## config.mk

```make
export PLATFORM = sky130hd
export DESIGN_NAME = irqAggregator
export DESIGN_NICKNAME = d
export VERILOG_FILES = /design/src/rtl/irqAggPkg.sv /design/src/rtl/irqAggCtrl.sv /design/src/rtl/irqAggDatapath.sv /design/src/rtl/irqAggregator.sv
export SDC_FILE = /design/constraint.sdc
export NUM_CORES = 1
export LEC_CHECK = 0
export ABC_CLOCK_PERIOD_IN_PS = 3600
export BUFFER_PORTS_ARGS = -buffer_cell sky130_fd_sc_hd__buf_2
export CORE_MARGIN = 1
export CORE_UTILIZATION = 61
export DETAILED_ROUTE_END_ITERATION = 10
export HOLD_SLACK_MARGIN = 0.05
export PLACE_DENSITY = 0.78
export SLEW_MARGIN = 20
export SYNTH_ARGS = -nofsm -noshare
export SYNTH_HDL_FRONTEND = slang
export SYNTH_SLANG_ARGS = --single-unit
```

## constraint.sdc

```tcl
create_clock -name clk -period 3.6 [get_ports clk]
set_clock_uncertainty 0.2 [all_clocks]
set_input_delay 0 -clock clk [delete_from_list [all_inputs] [get_ports clk]]
set_output_delay 0 -clock clk [all_outputs]
set_load 0.01 [all_outputs]
```

## src/rtl/irqAggPkg.sv

```systemverilog
package irqAggPkg;
  localparam logic [15:0] ADDR_INFO   = 16'h0004;
  localparam logic [15:0] ADDR_WHOAMI = 16'h2000;
  localparam logic [15:0] ADDR_EVENT  = 16'h2004;
  localparam logic [3:0]  PAGE_TARGET = 4'h3;
  localparam logic [8:0]  PAGE_SWSET  = 9'h080;
  localparam logic [8:0]  PAGE_SWCLR  = 9'h081;
  localparam logic [8:0]  PAGE_MSKSET = 9'h082;
  localparam logic [8:0]  PAGE_MSKCLR = 9'h083;
  localparam logic [7:0]  EVT_NONE    = 8'd0;
  localparam logic [7:0]  EVT_WIRED   = 8'd1;

  typedef struct packed {
    logic        anyRd;
    logic        infoRd;
    logic        whoRd;
    logic        evtRd;
    logic        tgtRd;
    logic        tgtWr;
    logic        swRd;
    logic        swSetWr;
    logic        swClrWr;
    logic        mskRd;
    logic        mskSetWr;
    logic        mskClrWr;
    logic [15:0] idx;
  } regStrobe_t;
endpackage

```

## src/rtl/irqAggCtrl.sv

```systemverilog
module irqAggCtrl
  import irqAggPkg::*;
#(
  parameter int NUM_LINES = 40
) (
  input  logic        regValid,
  input  logic        regWrite,
  input  logic [15:0] regAddr,
  output regStrobe_t  strb
);
  localparam int NW = (NUM_LINES + 31) / 32;

  logic       aligned;
  logic       wordOk;
  logic       tgtOk;
  logic [8:0] page;

  always_comb begin
    aligned = (regAddr[1:0] == 2'b00);
    page    = regAddr[15:7];
    wordOk  = aligned && (int'(regAddr[6:2]) < NW);
    tgtOk   = aligned && (regAddr[15:12] == PAGE_TARGET) &&
              (int'(regAddr[11:2]) < NUM_LINES);
    strb    = '0;
    if (regValid) begin
      strb.anyRd = !regWrite;
      if (tgtOk) begin
        strb.idx   = {6'b0, regAddr[11:2]};
        strb.tgtRd = !regWrite;
        strb.tgtWr = regWrite;
      end else if (wordOk) begin
        strb.idx = {11'b0, regAddr[6:2]};
        unique case (page)
          PAGE_SWSET: begin strb.swRd = !regWrite; strb.swSetWr = regWrite; end
          PAGE_SWCLR: begin strb.swRd = !regWrite; strb.swClrWr = regWrite; end
          PAGE_MSKSET: begin strb.mskRd = !regWrite; strb.mskSetWr = regWrite; end
          PAGE_MSKCLR: begin strb.mskRd = !regWrite; strb.mskClrWr = regWrite; end
          default: ;
        endcase
      end
      if (!regWrite) begin
        if (regAddr == ADDR_INFO)   strb.infoRd = 1'b1;
        if (regAddr == ADDR_WHOAMI) strb.whoRd  = 1'b1;
        if (regAddr == ADDR_EVENT)  strb.evtRd  = 1'b1;
      end
    end
  end
endmodule

```

## src/rtl/irqAggDatapath.sv

```systemverilog
module irqAggDatapath
  import irqAggPkg::*;
#(
  parameter int NUM_LINES = 40,
  parameter int NUM_CPUS  = 4,
  parameter int CPUW      = (NUM_CPUS > 1) ? $clog2(NUM_CPUS) : 1
) (
  input  logic                 clk,
  input  logic                 rstN,
  input  regStrobe_t           strb,
  input  logic [31:0]          regWdata,
  input  logic [CPUW-1:0]      regCpu,
  input  logic [NUM_LINES-1:0] irqIn,
  output logic                 rdValid,
  output logic [31:0]          rdData,
  output logic [NUM_CPUS-1:0]  irqOut
);
  localparam int LINEW = (NUM_LINES > 1) ? $clog2(NUM_LINES) : 1;

  logic [NUM_LINES-1:0] maskQ, maskD;
  logic [NUM_LINES-1:0] swQ, swD;
  logic [NUM_CPUS-1:0]  tgtQ [NUM_LINES];
  logic [NUM_LINES-1:0] pending;
  logic [NUM_LINES-1:0] cand;
  logic                 pickHit;
  logic [LINEW-1:0]     pickIdx;
  logic [31:0]          rdD;

  function automatic logic [31:0] wordOf(input logic [NUM_LINES-1:0] v,
                                         input logic [15:0] w);
    logic [31:0] r;
    r = '0;
    for (int b = 0; b < 32; b++) begin
      if (int'(w) * 32 + b < NUM_LINES) r[b] = v[int'(w) * 32 + b];
    end
    return r;
  endfunction

  assign pending = (irqIn | swQ) & ~maskQ;

  genvar c, n;
  generate
    for (c = 0; c < NUM_CPUS; c++) begin : g_cpu
      logic [NUM_LINES-1:0] hitsForCpu;
      for (n = 0; n < NUM_LINES; n++) begin : g_line
        assign hitsForCpu[n] = pending[n] & tgtQ[n][c];
      end
      assign irqOut[c] = |hitsForCpu;
    end
    for (n = 0; n < NUM_LINES; n++) begin : g_cand
      assign cand[n] = pending[n] & tgtQ[n][regCpu];
    end
  endgenerate

  always_comb begin
    pickHit = 1'b0;
    pickIdx = '0;
    for (int i = NUM_LINES - 1; i >= 0; i--) begin
      if (cand[i]) begin
        pickHit = 1'b1;
        pickIdx = LINEW'(i);
      end
    end
  end

  always_comb begin
    maskD = maskQ;
    swD   = swQ;
    for (int i = 0; i < NUM_LINES; i++) begin
      if ((i / 32) == int'(strb.idx) && regWdata[i % 32]) begin
        if (strb.mskSetWr) maskD[i] = 1'b1;
        if (strb.mskClrWr) maskD[i] = 1'b0;
        if (strb.swSetWr)  swD[i]   = 1'b1;
        if (strb.swClrWr)  swD[i]   = 1'b0;
      end
      if (strb.evtRd && pickHit && (int'(pickIdx) == i)) maskD[i] = 1'b1;
    end
  end

  always_comb begin
    rdD = '0;
    if (strb.infoRd) rdD = {4'b0, 4'd0, 8'b0, 16'(NUM_LINES)};
    if (strb.whoRd)  rdD = 32'(regCpu);
    if (strb.evtRd)  rdD = pickHit ? {8'd0, EVT_WIRED, 16'(pickIdx)}
                                   : {8'd0, EVT_NONE, 16'd0};
    if (strb.tgtRd)  rdD = 32'(tgtQ[strb.idx[LINEW-1:0]]);
    if (strb.swRd)   rdD = wordOf(swQ, strb.idx);
    if (strb.mskRd)  rdD = wordOf(maskQ, strb.idx);
  end

  always_ff @(posedge clk) begin
    if (!rstN) begin
      maskQ   <= '1;
      swQ     <= '0;
      rdValid <= 1'b0;
      rdData  <= '0;
      for (int i = 0; i < NUM_LINES; i++) tgtQ[i] <= NUM_CPUS'(1);
    end else begin
      maskQ   <= maskD;
      swQ     <= swD;
      rdValid <= strb.anyRd;
      rdData  <= rdD;
      for (int i = 0; i < NUM_LINES; i++) begin
        if (strb.tgtWr && int'(strb.idx) == i) tgtQ[i] <= regWdata[NUM_CPUS-1:0];
      end
    end
  end

  // the claimed line is masked one edge later
  p_evt_masks_line_r8: assert property (@(posedge clk) disable iff (!rstN)
    (strb.evtRd && pickHit) |=> (maskQ[$past(pickIdx)] && rdData[23:16] == EVT_WIRED));

  // empty event read returns zero and leaves masks alone
  p_evt_empty_r9: assert property (@(posedge clk) disable iff (!rstN)
    (strb.evtRd && !pickHit) |=> (rdData == 32'd0 && $stable(maskQ)));

  // zero data to a mask word changes nothing
  p_zero_write_noop_r3: assert property (@(posedge clk) disable iff (!rstN)
    ((strb.mskSetWr || strb.mskClrWr) && regWdata == 32'd0) |=> $stable(maskQ));

  // with every line masked no CPU is requested
  p_all_masked_quiet_r5: assert property (@(posedge clk) disable iff (!rstN)
    (&maskQ) |-> (irqOut == '0));

  // a read is answered on the next edge
  p_read_answered_r10: assert property (@(posedge clk) disable iff (!rstN)
    (strb.anyRd) |=> rdValid);
endmodule

```

## src/rtl/irqAggregator.sv

```systemverilog
module irqAggregator
  import irqAggPkg::*;
#(
  parameter int NUM_LINES = 40,
  parameter int NUM_CPUS  = 4,
  parameter int CPUW      = (NUM_CPUS > 1) ? $clog2(NUM_CPUS) : 1
) (
  input  logic                 clk,
  input  logic                 rstN,
  input  logic                 regValid,
  input  logic                 regWrite,
  input  logic [15:0]          regAddr,
  input  logic [31:0]          regWdata,
  input  logic [CPUW-1:0]      regCpu,
  input  logic [NUM_LINES-1:0] irqIn,
  output logic                 rdValid,
  output logic [31:0]          rdData,
  output logic [NUM_CPUS-1:0]  irqOut
);
  regStrobe_t strb;

  irqAggCtrl #(.NUM_LINES(NUM_LINES)) u_ctrl (
    .regValid(regValid),
    .regWrite(regWrite),
    .regAddr (regAddr),
    .strb    (strb)
  );

  irqAggDatapath #(.NUM_LINES(NUM_LINES), .NUM_CPUS(NUM_CPUS), .CPUW(CPUW)) u_dp (
    .clk     (clk),
    .rstN    (rstN),
    .strb    (strb),
    .regWdata(regWdata),
    .regCpu  (regCpu),
    .irqIn   (irqIn),
    .rdValid (rdValid),
    .rdData  (rdData),
    .irqOut  (irqOut)
  );
endmodule

```

# After elaboration in Yosys (flattened, before gate mapping)
# Memories as Yosys holds them, arrays and structs flattened.
# Index checks and enable logic that the tools add are counted.
# word_totals
register_bits	113
ram_bits	160
input_bits	94
word_cells	1370
memories	1
# op_classes
n_addsub	31
magnitude_cmp	67
eq_ne	87
n_mux	601
n_bitwise	244
n_reduce_logical	257
# memory_table
name	depth	width	rd	rd_clocked_by_memory_dff	write_ports	line_no	rtl
u_dp.tgtQ	40	4	41	0	40	irqAggDatapath.sv:22	logic [NUM_CPUS-1:0] tgtQ [NUM_LINES];
# ops
operator	n
$lt A32 B7 Y1 const B	31
$lt A32 B8 Y1 const B	31
$mux W1	406
$bmux W1 S6	62
$add A21 B5 Y22 const B	16
$mux W6	43
$eq A16 B6 Y1 const B	16
$and A1 B1 Y1	200
$add A21 B4 Y22 const B	8
$reduce_and A2 Y1	81
$mux W4	40
$reduce_or A40 Y1	4
$eq A6 B6 Y1 const B	24
$eq A16 B5 Y1 const B	8
$eq A16 B7 Y1 const B	8
$mux W32	4
$logic_and A1 B1 Y1	124
$add A21 B3 Y22 const B	4
$reduce_or A2 Y1	42
$bmux W1 S2	40
$eq A16 B4 Y1 const B	4
$eq A16 B3 Y1 const B	3
$eq A6 B5 Y1 const B	8
$add A21 B2 Y22 const B	2
30 further kinds	78

# Depth between registers and ports, before layout
# Gate-level depths: netlist of the first run.
# An unclocked memory read counts as a cell.
# logic_depth
depth_word	49
mapped_depth	14

# Hierarchy
# Synthesis of the first run repeated with hierarchy kept, for this count alone.
# unflattened
hier_cells	1453
hier_area_um2	15447.3
# by_module_without_submodules
module	n_inst	cells_per_inst	area_each_um2
irqAggDatapath	1	1393	15109.5
irqAggCtrl	1	60	337.8

# Worst setup path before layout of the first run
# OpenSTA, ideal clock, no wires.
# synth_timing
path_type	reg-to-reg
startpoint	memory u_dp.tgtQ[38][3]
endpoint	register u_dp.rdData[1]
arrival_ns	2.605
required_time_ns	3.265
slack_ns	0.660
stages_incl_launch_ff	10
synth_period_minus_slack_ns	2.940
cell_sequence	edfxtp_1 -> mux4_2 -> a22o_1 -> a31oi_1 -> o211ai_1 -> a41o_1 -> a2111oi_2 -> o22ai_1 -> a222oi_1 -> o32ai_1
# synth_rtl
item	line_no	rtl
start: declaration	irqAggDatapath.sv:22	
end signal: assignment	irqAggDatapath.sv:102	rdData <= rdD;
end: declaration	irqAggDatapath.sv:15	output logic [31:0] rdData,

# Worst setup path after layout of the first run
# layout_timing
startpoint	input regAddr[14]
endpoint	register u_dp.rdData[2]
# layout_via
elab_chain_len	12
# layout_rtl
item	line_no	rtl
start: declaration	irqAggregator.sv:12	input logic [15:0] regAddr,
$eq A4 B2 Y1	irqAggCtrl.sv:22	tgtOk = aligned && (regAddr[15:12] == PAGE_TARGET) &&
$logic_and A1 B1 Y1 (2 in series)	irqAggCtrl.sv:22	
$mux W16	irqAggCtrl.sv:27	if (tgtOk) begin
$mux W27 *	irqAggCtrl.sv:25	if (regValid) begin
$add A21 B2 Y22	irqAggDatapath.sv:34	if (int'(w) * 32 + b < NUM_LINES) r[b] = v[int'(w) * 32 + b];
$bmux W1 S6	irqAggDatapath.sv:34	
$mux W1 (not written as such) (2 in series)	irqAggDatapath.sv:34	
$mux W1	irqAggDatapath.sv:34	
$mux W32	irqAggDatapath.sv:87	if (strb.swRd) rdD = wordOf(swQ, strb.idx);
$mux W32 *	irqAggDatapath.sv:88	if (strb.mskRd) rdD = wordOf(maskQ, strb.idx);
# Mark *: on every way between the ends. The rest lies on a longest branch, timed or not. The select of a mux whose other input is x is not followed.
# A chain may end at the register's enable or synchronous reset.

==> results of run 1 <==
routing by layer:
layer / global-route usage / routed length [microns] / vias up / share of wire
li1: - / - / 6414 / -
met1: 0.621 / 22300 / 7336 / 0.33
met2: 0.772 / 28700 / 1610 / 0.42
met3: 0.191 / 10400 / 463 / 0.15
met4: 0.368 / 6100 / 8 / 0.090
met5: 0 / 73 / - / 0.0011
stage by stage:
stage / instance area [sq um] / setup WS (ns)
final: 17900 / 0.0296
after global routing: 17900 / -0.0199
after CTS: 17900 / 0.0726
after detailed placement: 16500 / 0.257
after global placement: 16500 / 0.347
after floorplan: 15300 / 0.660
synthesized netlist by cell type, types with 3 or more instances:
library cell / instances
nor2_1: 220
nand2_1: 195
edfxtp_1: 160
dfxtp_1: 113
a21oi_1: 96
mux2i_1: 71
clkbuf_1: 70
nand3_1: 69
a22oi_1: 55
o21ai_0: 55
nor3_1: 53
a31oi_1: 50
and3_1: 49
mux4_2: 48
o21ba_2: 33
nand4_1: 31
buf_2: 23
a22o_1: 22
a221oi_1: 20
o21ai_1: 17
nand2b_1: 16
and2_1: 9
or3_1: 8
inv_1: 7
mux2_2: 7
buf_1: 6
nor4_1: 6
o211ai_1: 6
a211oi_1: 5
buf_6: 5
o22ai_1: 5
a32o_1: 4
nor3b_1: 4
o221a_2: 4
o221ai_1: 4
buf_4: 3
o21a_1: 3
worst min-delay path: cells and delay by family:
kind          cells  cell delay, ns
buf+inv           1            0.09
simple gates      5            0.61
sequential cells by signal, summed over array words and instances, names as in the netlist:
register,cells
u_dp.swQ,40
u_dp.rdValid,1
u_dp.tgtQ,160
u_dp.rdData,32
u_dp.maskQ,40
cells in the final DEF, fill, tap and decap left out, types with 7 or more instances in the layout:
cell type / synthesis / final
nor2_1: 220 / 215
nand2_1: 195 / 195
edfxtp_1: 160 / 160
buf_2: 23 / 130
dfxtp_1: 113 / 113
a21oi_1: 96 / 96
mux2i_1: 71 / 71
nand3_1: 69 / 69
o21ai_0: 55 / 55
a22oi_1: 55 / 55
nor3_1: 53 / 53
buf_4: 3 / 53
a31oi_1: 50 / 50
dlygate4sd3_1: 0 / 50
and3_1: 49 / 49
mux4_2: 48 / 48
o21ba_2: 33 / 33
nand4_1: 31 / 31
clkbuf_16: 0 / 29
a22o_1: 22 / 22
a221oi_1: 20 / 20
o21ai_1: 17 / 17
nand2b_1: 16 / 16
and2_1: 9 / 9
or3_1: 8 / 8
inv_1: 7 / 7
mux2_2: 7 / 7
repair_timing:
action,CTS,global route
setup endpoints to repair,0,5
gates resized for setup,0,2
hold buffers,50,0
endpoints found under the hold margin,194,0
cells by family after synthesis:
group,count (synthesis),synth area share
simple gates,678,0.202
flops,273,0.460
compound gates,408,0.183
buf+inv,116,0.0335
mux,126,0.122
layout make-up:
cell class,instances,area share
antenna,6,0.000837
clock buffer,39,0.0448
clock inverter,14,0.00781
inverter,8,0.00167
multi-input combinational,1212,0.435
sequential,273,0.394
tap,324,0.0226
timing repair buffer,239,0.0930
worst min path at each step:
stage / end / depth (start not counted)
floorplan: u_dp.rdValid$_SDFF_PN0_ / 1
global placement: u_dp.rdValid$_SDFF_PN0_ / 2
detailed placement: u_dp.rdValid$_SDFF_PN0_ / 2
CTS: u_dp.rdData[1]$_SDFF_PN0_ / 4
global route: u_dp.rdData[1]$_SDFF_PN0_ / 4
finish: u_dp.tgtQ[3][0]$_SDFFCE_PN1P_ / 6
power groups by stage:
stage	registers [mW]	clock network, mW	logic (mW)
after CTS	3.56	2.98	0.560
after detailed placement	3.63	0	0.518
final	3.59	3.01	0.596
after global placement	3.63	0	0.511
after floorplan	3.52	0	0.312
after global routing	3.58	3.09	0.610
==> impl_metrics.yaml, run 1 <==
grt:
  grt_pass1_wl_microns: 96700
  grt_max_degree: 84
  first_global_vias: 14942
  antenna_found_initial: 6
  grtUsageTotal: 0.518
  grt.overflow.total: 0
logic_synthesis:
  syn_area_sq_mm: 0.0153
  synth_cells: 1601
  synth_top_cell_area_share: 0.313
  synth.distinct_cells: 76
  yosys-top-cells-area: "edfxtp_1 31%, dfxtp_1 15%, mux4_2 7.0%"
  postSynthRegisterBits: 273
  synth_top_cell_by_area: "edfxtp_1"
  yosysSeqAreaShare: 0.460
  avgSynthCellArea_sq_um: 9.59
  synth_ff_type: "edfxtp_1"
  synth_edf_count: 160
  syn_nets: 1695
  yosys_warnings: 0
  synthArstFlopShare: 0
place:
  dp.final_hpwl_microns: 47700
  place_inst: 2006
  place_congestion: 1.14
  portBuffers: 130
die:
  rows: 57
  io_pins: 131
  die_area_sq_mm: 0.0258
  dieWidth_microns: 161
  fp.dieH_microns: 161
  start_util: 0.627
  coreArea_sq_mm: 0.0245
cells_and_area:
  drive_gt1_frac: 0.194
  fillers: 1611
  seqCellArea_sq_mm: 0.00707
  fin_util: 0.733
  nets: 1857
  area_growth_pct: 16.9
  fin_cells: 2115
  multi_input_area_sq_mm: 0.00781
setup_path:
  worst-path-buf-inv: 3
  arrival_ns: 3.86
  cpLargestDelayFamily: "compound AO/OA/AOI/OAI gates"
  r2r_slack_ns: 0.04
  slowest_delay_ns: 0.55
  cp-end-kind: "flop"
  crit_end: "u_dp.rdData[2]$_SDFF_PN0_"
  path_cells: "dlygate4sd3_1, buf_2, and4bb_1, and4_1, buf_4, nand2_1, mux2i_1, a22o_1, a221oi_1, o221ai_1, a31o_1, a31oi_1"
  critical_path_class: "primary input to flop"
  critPathLaunch: "regAddr[14]"
  path_max_fanout: 15
  reg2reg_to: "u_dp.maskQ[5]$_SDFFE_PP1P_"
  cp.depth: 12
  r2r-start: "u_dp.tgtQ[34][2]$_DFFE_PP_"
  crit_required_ns: 3.89
  cpMaxStageDelayCell: "dlygate4sd3_1"
  ff2ff_path_depth: 10
  start_kind: "primary input"
clock_network:
  cts_root_buf: "clkbuf_16"
  clockBufferDepth: 3
  cts_buffers: 29
  cts_setup_buffers: 0
  insertion_delay_ns: 0.57
  cts_tree: "yes"
  clk_pin_slew_worst_paths_ns: 0.06
  cts_max_level: 1
  cts_sinks: 273
power_and_ir_drop:
  switching_share: 0.256
  p_per_area_mw_per_mm2: 401
  p_sw_mw: 1.84
  p_comb_frac: 0.083
  power.internal_mw: 5.36
  pwr-share-clk: 0.418
  seqPwrFrac: 0.499
  vdd_drop_max_mv: 0.454
  p_total_mw: 7.20
  p_leak_nw: 6.98
timing:
  max_slew_margin: 0.298
  setup_viol: 0
  setup_tns_ns: 0
  finalMaxSlewViolations: 0
  max_freq_mhz: 280
  worstMarginPinSlew_ns: 1.05
  hold_viol_final: 0
  fin_crit_sh: 0.992
  hold_ws_ns: 0.0624
  fin_crit_ns: 3.57
route:
  wire_per_inst_microns: 31.9
  wl_microns: 67500
  routed-via-count: 15831
  drt_iter0_markers: 2980
  drt_pass1_iterations: 9
  avgViaCountPerCell: 7.49
  ant_nets: 0
  drc_errors: 0
hold_path:
  hp-class: "primary input to flop"
  min_from: "regAddr[15]"
outcome:
  status: "finished clean"
job:
  drv_cap: 0
No activity file was read; power rests on OpenSTA's default activity.
==> run 2: changes to the inputs <==
- SETUP_SLACK_MARGIN: default -> 0.3
==> run 2 against run 1 <==
Via count increased by 2.1%. Die area unchanged. Sequential share of layout area decreased by 0.43 points. Final cell count increased by 0.43%. Worst setup slack improved by 0.15 ns. Maximum frequency increased by 4.4%. Largest power group unchanged. Highest routed layer unchanged.
==> impl_metrics.yaml, run 2 (synthesis gave the netlist of run 1 again) <==
cells_and_area:
  final_cell_mix: "212 x nor2_1, 194 x nand2_1, 160 x edfxtp_1"
  top_register: "u_dp.tgtQ"
  final_area_sq_mm: 0.0181
  fillers: 1595
  nets: 1871
  reg_top3: "u_dp.tgtQ: 160 flops, u_dp.maskQ: 40 flops, u_dp.swQ: 40 flops"
  multi_input_area_sq_mm: 0.00791
  seqCellArea_sq_mm: 0.00707
  final_common_cell: "nor2_1"
  area_growth_pct: 18.2
  largest_register_ffs: 160
  drive_gt1_frac: 0.207
setup_path:
  cp-end-kind: "output pin"
  start_kind: "flop"
  arrival_ns: 3.22
  crit_required_ns: 3.40
  slowest_delay_ns: 0.94
  crit_top_cell: "nand4_1"
  worst-path-buf-inv: 1
  critical_path_class: "flop to output pin"
  r2r_slack_ns: 0.34
  cpLargestDelayFamily: "compound AO/OA/AOI/OAI gates"
  path_cells: "o21ba_2, a22oi_1, nand4_1, nor3_1, nand4_1, buf_2"
  cpMaxStageDelayCell: "a22oi_1"
  path_max_fanout: 7
power_and_ir_drop:
  p_leak_nw: 7.07
  p_comb_frac: 0.086
  vdd_drop_max_mv: 0.447
  p_per_area_mw_per_mm2: 398
  power.internal_mw: 5.37
  seqPwrFrac: 0.498
  pwr-share-clk: 0.416
  switching_share: 0.256
  p_sw_mw: 1.84
route:
  drc_errors: 0
  routed-via-count: 16167
  wire_per_inst_microns: 32.1
  avgViaCountPerCell: 7.61
  wl_microns: 68100
  drt_pass1_iterations: 8
  drt_iter0_markers: 2925
  ant_nets: 0
timing:
  fin_crit_ns: 3.42
  worstMarginPinSlew_ns: 1.17
  max_freq_mhz: 292
  max_slew_margin: 0.217
  setup_tns_ns: 0
  finalMaxSlewViolations: 0
  fin_crit_sh: 0.950
  rsz0062_at_grt: "yes"
  setup_viol: 0
  hold_viol_final: 0
outcome:
  status: "finished clean"
die:
  io_pins: 131
  fp.dieH_microns: 161
  die_area_sq_mm: 0.0258
  dieWidth_microns: 161
  coreArea_sq_mm: 0.0245
  start_util: 0.627
  rows: 57
grt:
  grtUsageTotal: 0.521
  first_global_vias: 14960
  grt_max_degree: 84
  grt.overflow.total: 0
  antenna_found_initial: 4
  grt_pass1_wl_microns: 97200
clock_network:
  clockBufferDepth: 3
  insertion_delay_ns: 0.56
  clk_pin_slew_worst_paths_ns: 0.06
  cts_tree: "yes"
  cts_buffers: 29
  cts_sinks: 273
  cts_root_buf: "clkbuf_16"
  cts_max_level: 1
place:
  portBuffers: 130
  place_congestion: 1.14
  dp.final_hpwl_microns: 47700
  dpl_cell_area_sq_mm: 0.0165
hold_path:
  hp-class: "primary input to flop"
job:
  drv_cap: 0
[run 2: cell types whose count changed in the layout (fill, tap and decap cells not counted), sizes merged]
cell / change
buf: +13
diode: -5
dlygate4sd3: +1
[run 2: final timing paths]
path	startpoint	endpoint	depth (start not counted)
setup / recovery	u_dp.swQ[38]$_SDFFE_PN0P_	irqOut[1]	6
hold / removal	regCpu[1]	u_dp.rdData[1]$_SDFF_PN0_	4
setup reg to reg	u_dp.tgtQ[1][2]$_SDFFCE_PN0P_	u_dp.maskQ[17]$_SDFFE_PP1P_	9
hold reg to reg	u_dp.maskQ[1]$_SDFFE_PP1P_	u_dp.maskQ[1]$_SDFFE_PP1P_	2
[run 2: power groups by stage]
stage          clock network (mW)  logic [mW]  registers, mW
2_1_floorplan                   0       0.312           3.52
3_3_place_gp                    0       0.511           3.63
3_5_place_dp                    0       0.518           3.63
4_1_cts                      2.98       0.562           3.56
5_1_grt                      3.09       0.636           3.57
6_report                     3.00       0.623           3.59
[run 2: final cells by class]
type,count,share of cell area
tap,324,0.0223
clock buffer,39,0.0443
timing repair buffer,253,0.0982
antenna,1,0.000138
clock inverter,14,0.00773
multi-input combinational,1212,0.436
sequential,273,0.390
inverter,8,0.00166
[run 2: repair_timing]
| item | CTS | global route |
|---|---|---|
| setup buffers | 1 | 12 |
| hold endpoints to repair | 194 | 0 |
| hold buffers | 51 | 0 |
| pin swaps | 0 | 6 |
| endpoints found under the setup margin | 12 | 58 |
| gates resized for setup | 2 | 22 |
[run 2: routing by layer]
metal  routed length [microns]  up-vias  part of all wire  GRT usage
met2                     28800     1731              0.42      0.782
met3                     11000      488              0.16      0.189
met1                     22100     7526              0.32      0.629
li1                          -     6418                 -          -
met4                      6170        4             0.091      0.353
met5                        27        -           0.00040          0
[run 2: worst min-delay path, cell delays in order]
cell	delay, ns
buf_2	0.21
buf_12	0.26
a222oi_1	0.12
o32ai_1	0.17
[run 2: metrics by stage]
stage          hold slack [ns]  worst slack [ns]   util  cells  total power [mW]
6_report                0.0803             0.181  0.741   2124              7.22
5_1_grt                 0.0960             0.280  0.741   2123              7.30
4_1_cts                 0.0509             0.325  0.733   2111              7.11
3_5_place_dp             0.105             0.257  0.673   2006              4.15
3_3_place_gp            0.0959             0.347  0.673   2006              4.14
2_1_floorplan          -0.0334             0.660      -   1601              3.83
